--- config.mk ---
export PLATFORM = sky130hd
export DESIGN_NAME = clk_fanout_div
export DESIGN_NICKNAME = d
export VERILOG_FILES = /design/src/rtl/fo_div_pkg.sv /design/src/rtl/fo_div_bank.sv /design/src/rtl/fo_fb_div.sv /design/src/rtl/fo_out_stage.sv /design/src/rtl/clk_fanout_div.sv
export SDC_FILE = /design/constraint.sdc
export NUM_CORES = 1
export LEC_CHECK = 0
export BUFFER_PORTS_ARGS = -buffer_cell sky130_fd_sc_hd__buf_2
export CAP_MARGIN = 0
export CORE_ASPECT_RATIO = 0.75
export CORE_MARGIN = 2
export CORE_UTILIZATION = 58
export CTS_CLUSTER_SIZE = 40
export DETAILED_ROUTE_END_ITERATION = 10
export MAX_ROUTING_LAYER = met4
export PLACE_DENSITY = 0.81
export SYNTH_ARGS = -nofsm -noshare
export SYNTH_HDL_FRONTEND = slang
export SYNTH_SLANG_ARGS = --single-unit
--- constraint.sdc ---
create_clock -name clk -period 6.06 [get_ports clk]
set_clock_uncertainty 0.05 [all_clocks]
set_input_delay 0 -clock clk [delete_from_list [all_inputs] [get_ports clk]]
set_output_delay 0 -clock clk [all_outputs]
set_load 0.01 [all_outputs]
--- src/rtl/fo_div_pkg.sv ---
`timescale 1ns/1ps
package fo_div_pkg;

    localparam int DIV_LO_RATIO   = 5;
    localparam int DIV_HI_RATIO   = 4;
    localparam int DIV_OPEN_RATIO = 2;
    localparam int DIV_MAX        = 5;
    localparam int DIV_W          = $clog2(DIV_MAX + 1);
    localparam int FB_RATIO       = 25;
    localparam int SE_MIN_RATIO   = 4;

    typedef enum logic [1:0] {
        LVL_LOW      = 2'b00,
        LVL_HIGH     = 2'b01,
        LVL_OPEN     = 2'b10,
        LVL_OPEN_ALT = 2'b11
    } lvl_code_e;

    typedef enum logic [1:0] {
        SRC_BYPASS = 2'b00,
        SRC_XTAL   = 2'b01,
        SRC_EXTIN  = 2'b10
    } ref_src_e;

    typedef logic [DIV_W-1:0] ratio_t;

    typedef struct packed {
        ratio_t cnt;
        ratio_t ratio;
        logic   started;
    } div_state_t;

    function automatic ratio_t lvl_to_ratio(input logic [1:0] code);
        case (lvl_code_e'(code))
            LVL_LOW:  return ratio_t'(DIV_LO_RATIO);
            LVL_HIGH: return ratio_t'(DIV_HI_RATIO);
            default:  return ratio_t'(DIV_OPEN_RATIO);
        endcase
    endfunction

    function automatic ref_src_e lvl_to_src(input logic [1:0] code);
        case (lvl_code_e'(code))
            LVL_LOW:  return SRC_BYPASS;
            LVL_HIGH: return SRC_XTAL;
            default:  return SRC_EXTIN;
        endcase
    endfunction

    function automatic ratio_t half_of(input ratio_t r);
        return ratio_t'((int'(r) + 1) / 2);
    endfunction

endpackage

--- src/rtl/fo_div_bank.sv ---
`timescale 1ns/1ps
module fo_div_bank
    import fo_div_pkg::*;
#(
    parameter bit FLAG_FAST  = 1'b0,
    parameter int FAST_BELOW = SE_MIN_RATIO
) (
    input  logic       clk,
    input  logic       rst,
    input  logic       hold,
    input  logic [1:0] sel,
    output logic       div_out,
    output logic       too_fast
);

    localparam bit ANY_ODD = ((DIV_LO_RATIO % 2) != 0) ||
                             ((DIV_HI_RATIO % 2) != 0) ||
                             ((DIV_OPEN_RATIO % 2) != 0);

    div_state_t st;
    logic       pos_phase;
    logic       at_wrap;

    assign at_wrap = (st.cnt == st.ratio - ratio_t'(1));

    // The ratio is reloaded only at the period boundary, so no phase is cut short.
    always_ff @(posedge clk) begin
        if (rst || hold) begin
            st <= '{cnt: '0, ratio: lvl_to_ratio(sel), started: 1'b0};
        end else if (at_wrap) begin
            st <= '{cnt: '0, ratio: lvl_to_ratio(sel), started: 1'b1};
        end else begin
            st.cnt <= st.cnt + ratio_t'(1);
        end
    end

    assign pos_phase = st.started && (st.cnt < half_of(st.ratio));

    generate
        if (ANY_ODD) begin : g_odd
            logic neg_phase;
            // A copy of the phase, delayed half a cycle, trims an odd ratio to 50% duty.
            always_ff @(negedge clk) begin
                if (rst || hold) begin
                    neg_phase <= 1'b0;
                end else begin
                    neg_phase <= pos_phase;
                end
            end
            assign div_out = st.ratio[0] ? (pos_phase & neg_phase) : pos_phase;
        end else begin : g_even
            assign div_out = pos_phase;
        end

        if (FLAG_FAST) begin : g_flag
            assign too_fast = (st.ratio < ratio_t'(FAST_BELOW));
        end else begin : g_noflag
            assign too_fast = 1'b0;
        end
    endgenerate

endmodule

--- src/rtl/fo_fb_div.sv ---
`timescale 1ns/1ps
module fo_fb_div #(
    parameter int RATIO = 25
) (
    input  logic clk,
    input  logic rst,
    input  logic hold,
    output logic tick
);

    localparam int W = $clog2(RATIO);

    logic [W-1:0] cnt;
    logic         last;

    assign last = (cnt == W'(RATIO - 1));

    always_ff @(posedge clk) begin
        if (rst || hold) begin
            cnt <= '0;
        end else if (last) begin
            cnt <= '0;
        end else begin
            cnt <= cnt + W'(1);
        end
    end

    assign tick = !hold && last;

endmodule

--- src/rtl/fo_out_stage.sv ---
`timescale 1ns/1ps
module fo_out_stage #(
    parameter int N_DIFF  = 7,
    parameter int GATE_LO = 4,
    parameter int GATE_HI = 6
) (
    input  logic              bypass,
    input  logic              byp_ref,
    input  logic              a_div,
    input  logic              b_div,
    input  logic              se_block,
    input  logic              oe,
    output logic [N_DIFF-1:0] q_diff,
    output logic              q_se,
    output logic              grp_hiz
);

    generate
        for (genvar i = 0; i < N_DIFF; i++) begin : g_lane
            logic src;
            if (i == 0) begin : g_bank_a
                assign src = bypass ? byp_ref : a_div;
            end else begin : g_bank_b
                assign src = bypass ? byp_ref : b_div;
            end
            if (i >= GATE_LO && i <= GATE_HI) begin : g_gated
                assign q_diff[i] = oe & src;
            end else begin : g_free
                assign q_diff[i] = src;
            end
        end
    endgenerate

    assign q_se    = bypass ? byp_ref : (b_div & ~se_block);
    assign grp_hiz = ~oe;

endmodule

--- src/rtl/clk_fanout_div.sv ---
`timescale 1ns/1ps
module clk_fanout_div
    import fo_div_pkg::*;
#(
    parameter int N_DIFF  = 7,
    parameter int GATE_LO = 4,
    parameter int GATE_HI = 6
) (
    input  logic              clk,
    input  logic              rst,
    input  logic [1:0]        ref_mode,
    input  logic [1:0]        sel_a,
    input  logic [1:0]        sel_b,
    input  logic              oe,
    input  logic              byp_ref,
    output logic [N_DIFF-1:0] q_diff,
    output logic              q_se,
    output logic              grp_hiz,
    output logic              se_unsup,
    output logic              xtal_sel,
    output logic              vco_en,
    output logic              fb_tick
);

    ref_src_e src;
    logic     bypass;
    logic     a_div, b_div;
    logic     a_fast, b_fast;

    assign src      = lvl_to_src(ref_mode);
    assign bypass   = (src == SRC_BYPASS);
    assign xtal_sel = (src == SRC_XTAL);
    assign vco_en   = !bypass;

    fo_div_bank #(.FLAG_FAST(1'b0), .FAST_BELOW(SE_MIN_RATIO)) i_bank_a (
        .clk      (clk),
        .rst      (rst),
        .hold     (bypass),
        .sel      (sel_a),
        .div_out  (a_div),
        .too_fast (a_fast)
    );

    fo_div_bank #(.FLAG_FAST(1'b1), .FAST_BELOW(SE_MIN_RATIO)) i_bank_b (
        .clk      (clk),
        .rst      (rst),
        .hold     (bypass),
        .sel      (sel_b),
        .div_out  (b_div),
        .too_fast (b_fast)
    );

    assign se_unsup = vco_en & (a_fast | b_fast);

    fo_fb_div #(.RATIO(FB_RATIO)) i_fb (
        .clk  (clk),
        .rst  (rst),
        .hold (bypass),
        .tick (fb_tick)
    );

    fo_out_stage #(.N_DIFF(N_DIFF), .GATE_LO(GATE_LO), .GATE_HI(GATE_HI)) i_out (
        .bypass   (bypass),
        .byp_ref  (byp_ref),
        .a_div    (a_div),
        .b_div    (b_div),
        .se_block (se_unsup),
        .oe       (oe),
        .q_diff   (q_diff),
        .q_se     (q_se),
        .grp_hiz  (grp_hiz)
    );

endmodule

* After elaboration in Yosys (flattened, before gate mapping)
Cells that the tools add are included.
Storage, ports and cells: ROM bits 0, memories kept 0, bits in registers 21, bits of input ports 10, latch bits 0, bits in writable memories 0
Operators by class: shift operators 0, reductions and logical operators 14, $lt $le $gt $ge 3, muxes and demuxes 12, multiply operators 0, divide/modulo/power cells 0, equality and inequality tests 7, bitwise logic cells 9, $add $sub $neg 9
Operators with widths (number):
- $mux W4 | 4
- $pmux W3 S2 | 2
- $add A3 B1 Y4 const B | 2
- $eq A2 B1 Y1 const B | 4
- $logic_not A2 Y1 | 4
- $add A3 B1 Y3 | 2
- $add A3 B1 Y3 const B | 2
- $eq A3 B3 Y1 | 2
- $lt A3 B3 Y1 | 2
- $reduce_or A2 Y1 | 3
- $sub A3 B1 Y3 const B | 2
- $add A5 B1 Y5 const B | 1
- $and A1 B1 Y1 | 5
- $eq A5 B5 Y1 const B | 1
- $mux W1 | 5
- $pmux W2 S2 | 1
- $reduce_bool A2 Y1 | 2
- $logic_and A1 B1 Y1 | 3
- $lt A3 B3 Y1 const B | 1
- $and A1 B1 Y1 const A | 2
- $not A1 Y1 | 2
- $logic_not A1 Y1 | 1
- $logic_or A1 B1 Y1 | 1

* Depth between registers and ports, before layout
depth after elaboration 9, depth in mapped cells 8

* Modules after synthesis
Synthesis repeated with hierarchy kept, for this count alone.
Unflattened totals: cells, all modules 126, area total of the unflattened synthesis 1263.7 µm²
By module, submodules not included:
- fo_div_bank (i_bank_a) | area each 475.5 µm², times used 1, cells each 44
- fo_div_bank (i_bank_b) | area each 447.9 µm², times used 1, cells each 41
- fo_fb_div | area each 219.0 µm², times used 1, cells each 23
- fo_out_stage | area each 96.3 µm², times used 1, cells each 14
- clk_fanout_div | area each 25.0 µm², times used 1, cells each 4

==> impl_summary.md <==
Run status
The run finished with clean final reports.

Worst setup path
The worst setup path is captured at a register. The delay of the slowest cell on the worst path is 0.46 ns. The register-to-register path setup slack is 1.36 ns.

In this design, the critical path's most frequently occurring cell is sky130_fd_sc_hd__ha_1. The data arrival time of the critical path is 1.83 ns. STA classifies the critical path startpoint as a register. The highest net fanout along the worst path is 4. The critical-path cell with the highest stage delay is sky130_fd_sc_hd__edfxtp_1. The critical path goes through ha_1 -> xnor2_1 -> ha_1 -> nand2_1 -> o2111ai_1 -> nor3_1. The data required time at the worst endpoint is 3.19 ns.

The worst setup path is of the reg -> reg kind. The cell family with the largest share of critical-path delay is adder cells. The number of buffers and inverters on the critical path is 0.

Clock tree
The TritonCTS buffer count is 3. The number of buffers on the longest clock path is 2. Clock-pin slew was measured on the worst setup and hold paths at 0.11 ns.

The number of levels in the clock H-tree is 1. The total of cells resized after clock tree synthesis is 0. TritonCTS built the clock tree. Clock tree synthesis selected as its root buffer the cell sky130_fd_sc_hd__clkbuf_4. The clock sink count is 21. Clock latency on the worst-skew pair, taken at its later pin, is 0.31 ns. The buffer count from post-CTS setup fixing is 0.

The quantity of hold-fixing buffers added after cts is 7.

Route
The routed layout has 919 vias. Dividing the detail-routed wire length by the instance count gives 11.73 µm. In the routed design, unresolved DRC markers number 0. Routed signal wires occupy layers up through met4. The routed design uses 131 µm of met3 wire. Dividing the detail-routed via count by the number of cells gives 5.106. The detailed-routing iteration count for the pre-antenna-repair pass is 4. The sum of routed wire length over all layers is 2112 µm. The number of DRC markers in iteration 0 is 32. Summed over all nets, wire length on met2 after detailed routing comes to 896 µm. Once detail routing completed, the nets flagged for antenna violations numbered 0. After detailed routing, the wire length on met1 is around 1100 µm.

Synth
In the synthesized netlist, mux cells make up 0% of the area. In this run, synthesis inferred 6 flip-flops with an integrated enable. The combinational family with the most area after synthesis is simple AND/OR/NAND/NOR gates. Summing the areas of all xor and xnor instances in the mapped netlist gives 11.16% of the synthesized area. The mapped netlist covers 1222 µm². The gate count after technology mapping is 129.

The number of nets produced by synthesis is 151. The netlist uses 29 different library cells. Sequential elements use 39.30% of the synthesized area.

The compound-gate portion of the synthesized area is slightly above 9%. Among all flip-flop cells after synthesis, the most frequent one is sky130_fd_sc_hd__dfxtp_1. Of the total synthesized cell area, the portion taken by full adders, half adders and majority gates is 12.28%. The synthesized area divided by synthesized cell count is 9.476 µm².

The number of synthesized register bits is 21. The number of warnings printed during yosys synthesis is 0. After synthesis, the share of flip-flops with an asynchronous set or reset is 0%. The post-synthesis simple-gate area fraction is 19.14%.

Floorplan
Measured along the y axis, the die boundary spans 43.76 µm. The die covers around 2500 µm². From left edge to right edge, the die measures 57.01 µm.

Pin placement for this block handled 23 I/O pins. The initialized floorplan defines 14 standard-cell rows. After floorplanning, the core was sized to cover about 2000 µm².

The starting utilization of the core area is 61.22%.

Power and ir drop
The worst-case vdd ir drop is between 0.00015 and 0.0002 V. Dividing total power by cell area gives a power density of 260.5 nW/µm². The analysis attributes to cell leakage a power of 0.6618 nW.

Global route
The number of antenna violations at the first check in global routing was 0. Global routing used 19.43% of the available tracks. The pin count of the biggest net entering global routing is 12. The remaining global-route overflow is 0. The via count of the first global-routing pass is 842. The first global-routing pass estimated 3608 µm of wire.

Cells and area
The area growth from synthesis to layout is 15.66%. Leaving out fill and tap cells, the most frequent cell in the layout is sky130_fd_sc_hd__buf_2. The net count of the finished layout is 179.

Of the cells placed in the final design, the portion with a size suffix greater than 1 is 20.51%. 0 antenna diodes ended up in the layout. The number of fillers in the final layout is 160.

Leaving out fill and tap cells, the most frequent cells in the layout are 22 x sky130_fd_sc_hd__buf_2, 17 x sky130_fd_sc_hd__nor2_1, 17 x sky130_fd_sc_hd__inv_1.

Placed design
In this run the tool buffered the top-level ports with 22 buffer cells. The sum of net half-perimeters after detailed placement is about 1600 µm. The routability congestion estimate is about 0.85.

STA
The relative slew slack is 52.41%. The max-slew violation count came to 0. The number of hold violations in the final report is 0. The post-route setup TNS is 0 ns. At the pin with the least slew margin, the transition time is between 0.7 and 0.8 ns. The count of endpoints failing setup in the final report is 0. The tightest hold path in the finished design has a slack of 0.1854 ns. Setup repair after global routing left no endpoint under its margin.

Hold path
The class of the tightest hold or removal check is in -> out.

Job
Max-cap violations in this run came to 0.
==> power breakdown <==
group	internal, mW	leakage, nW	total (mW)	switching (mW)
sequential	0.163	0.186	0.180	0.0174
combinational	0.0531	0.451	0.115	0.0621
clock	0.0274	0.0256	0.0730	0.0456
==> synth_stat cells (4+ instances only) <==
library cell / count / share of area (%)
sky130_fd_sc_hd__buf_4: 6 / 3.7
sky130_fd_sc_hd__nor2_1: 17 / 5.2
sky130_fd_sc_hd__o21ai_0: 4 / 1.6
sky130_fd_sc_hd__xnor2_1: 4 / 2.9
sky130_fd_sc_hd__dfxtp_1: 15 / 25
sky130_fd_sc_hd__xor2_1: 6 / 4.3
sky130_fd_sc_hd__nor2b_1: 4 / 2.0
sky130_fd_sc_hd__nand2_1: 6 / 1.8
sky130_fd_sc_hd__nand3_1: 4 / 1.6
sky130_fd_sc_hd__inv_1: 16 / 4.9
sky130_fd_sc_hd__ha_1: 12 / 12
sky130_fd_sc_hd__edfxtp_1: 6 / 15
==> worst paths after layout <==
path                                     start                        to  cells past startpoint
worst max-delay path            i_bank_b.st[1]  i_bank_b.g_odd.neg_phase                      6
worst min-delay path                        oe                   grp_hiz                      3
worst max register to register  i_bank_b.st[1]  i_bank_b.g_odd.neg_phase                      6
worst min register to register     i_fb.cnt[0]               i_fb.cnt[0]                      1
==> through the flow <==
| stage | setup slack [ns] | util (%) | power [mW] | instances | cell area, µm² |
|---|---|---|---|---|---|
| 6_report | 1.361 | 70.80 | 0.3683 | 180 | 1414 |
| 4_1_cts | 1.377 | 70.80 | 0.3701 | 180 | 1414 |
| 3_5_place_dp | 1.358 | 65.79 | 0.2966 | 168 | 1314 |
| 2_1_floorplan | 1.478 | - | 0.2730 | 129 | 1222 |
| 3_3_place_gp | 1.420 | 65.79 | 0.2917 | 168 | 1314 |
| 5_1_grt | 1.234 | 70.80 | 0.3933 | 180 | 1414 |
==> final cells by class <==
class	count	area, µm²	share of cell area [%]
multi-input cells	85	633.1	44.78
flip-flops and latches	21	480.5	33.98
repair buffers	29	180.2	12.74
inverters	15	56.30	3.982
well taps	24	30.03	2.124
clock buffers	4	26.28	1.858
clock inverters	2	7.507	0.5310
==> registers in the layout, indices dropped and copies added (netlist names) <==
name,count
i_bank_a.st,7
i_bank_b.st,7
i_fb.cnt,5
i_bank_a.g_odd.neg_phase,1
i_bank_b.g_odd.neg_phase,1
==> routing by layer <==
layer / up-vias / global-route usage, %
met5: - / -
met4: 0 / 4.186
met3: 2 / 4.478
met2: 33 / 32.18
met1: 404 / 24.58
li1: 480 / -
==> cell families (layout without fill, tap and decap cells) <==
logic type	after synthesis	in the layout
simple gates	45	45
buf+inv	23	50
flops	21	21
compound gates	15	15
xor+xnor	13	13
fa+ha+maj	12	12
==> worst register-to-register path, cell delays in order, from the launching register on <==
cell and delay [ns]:
sky130_fd_sc_hd__edfxtp_1 0.46, sky130_fd_sc_hd__ha_1 0.24, sky130_fd_sc_hd__xnor2_1 0.13, sky130_fd_sc_hd__ha_1 0.28
sky130_fd_sc_hd__nand2_1 0.05, sky130_fd_sc_hd__o2111ai_1 0.29, sky130_fd_sc_hd__nor3_1 0.08
Power figures use the tool's default switching activity.
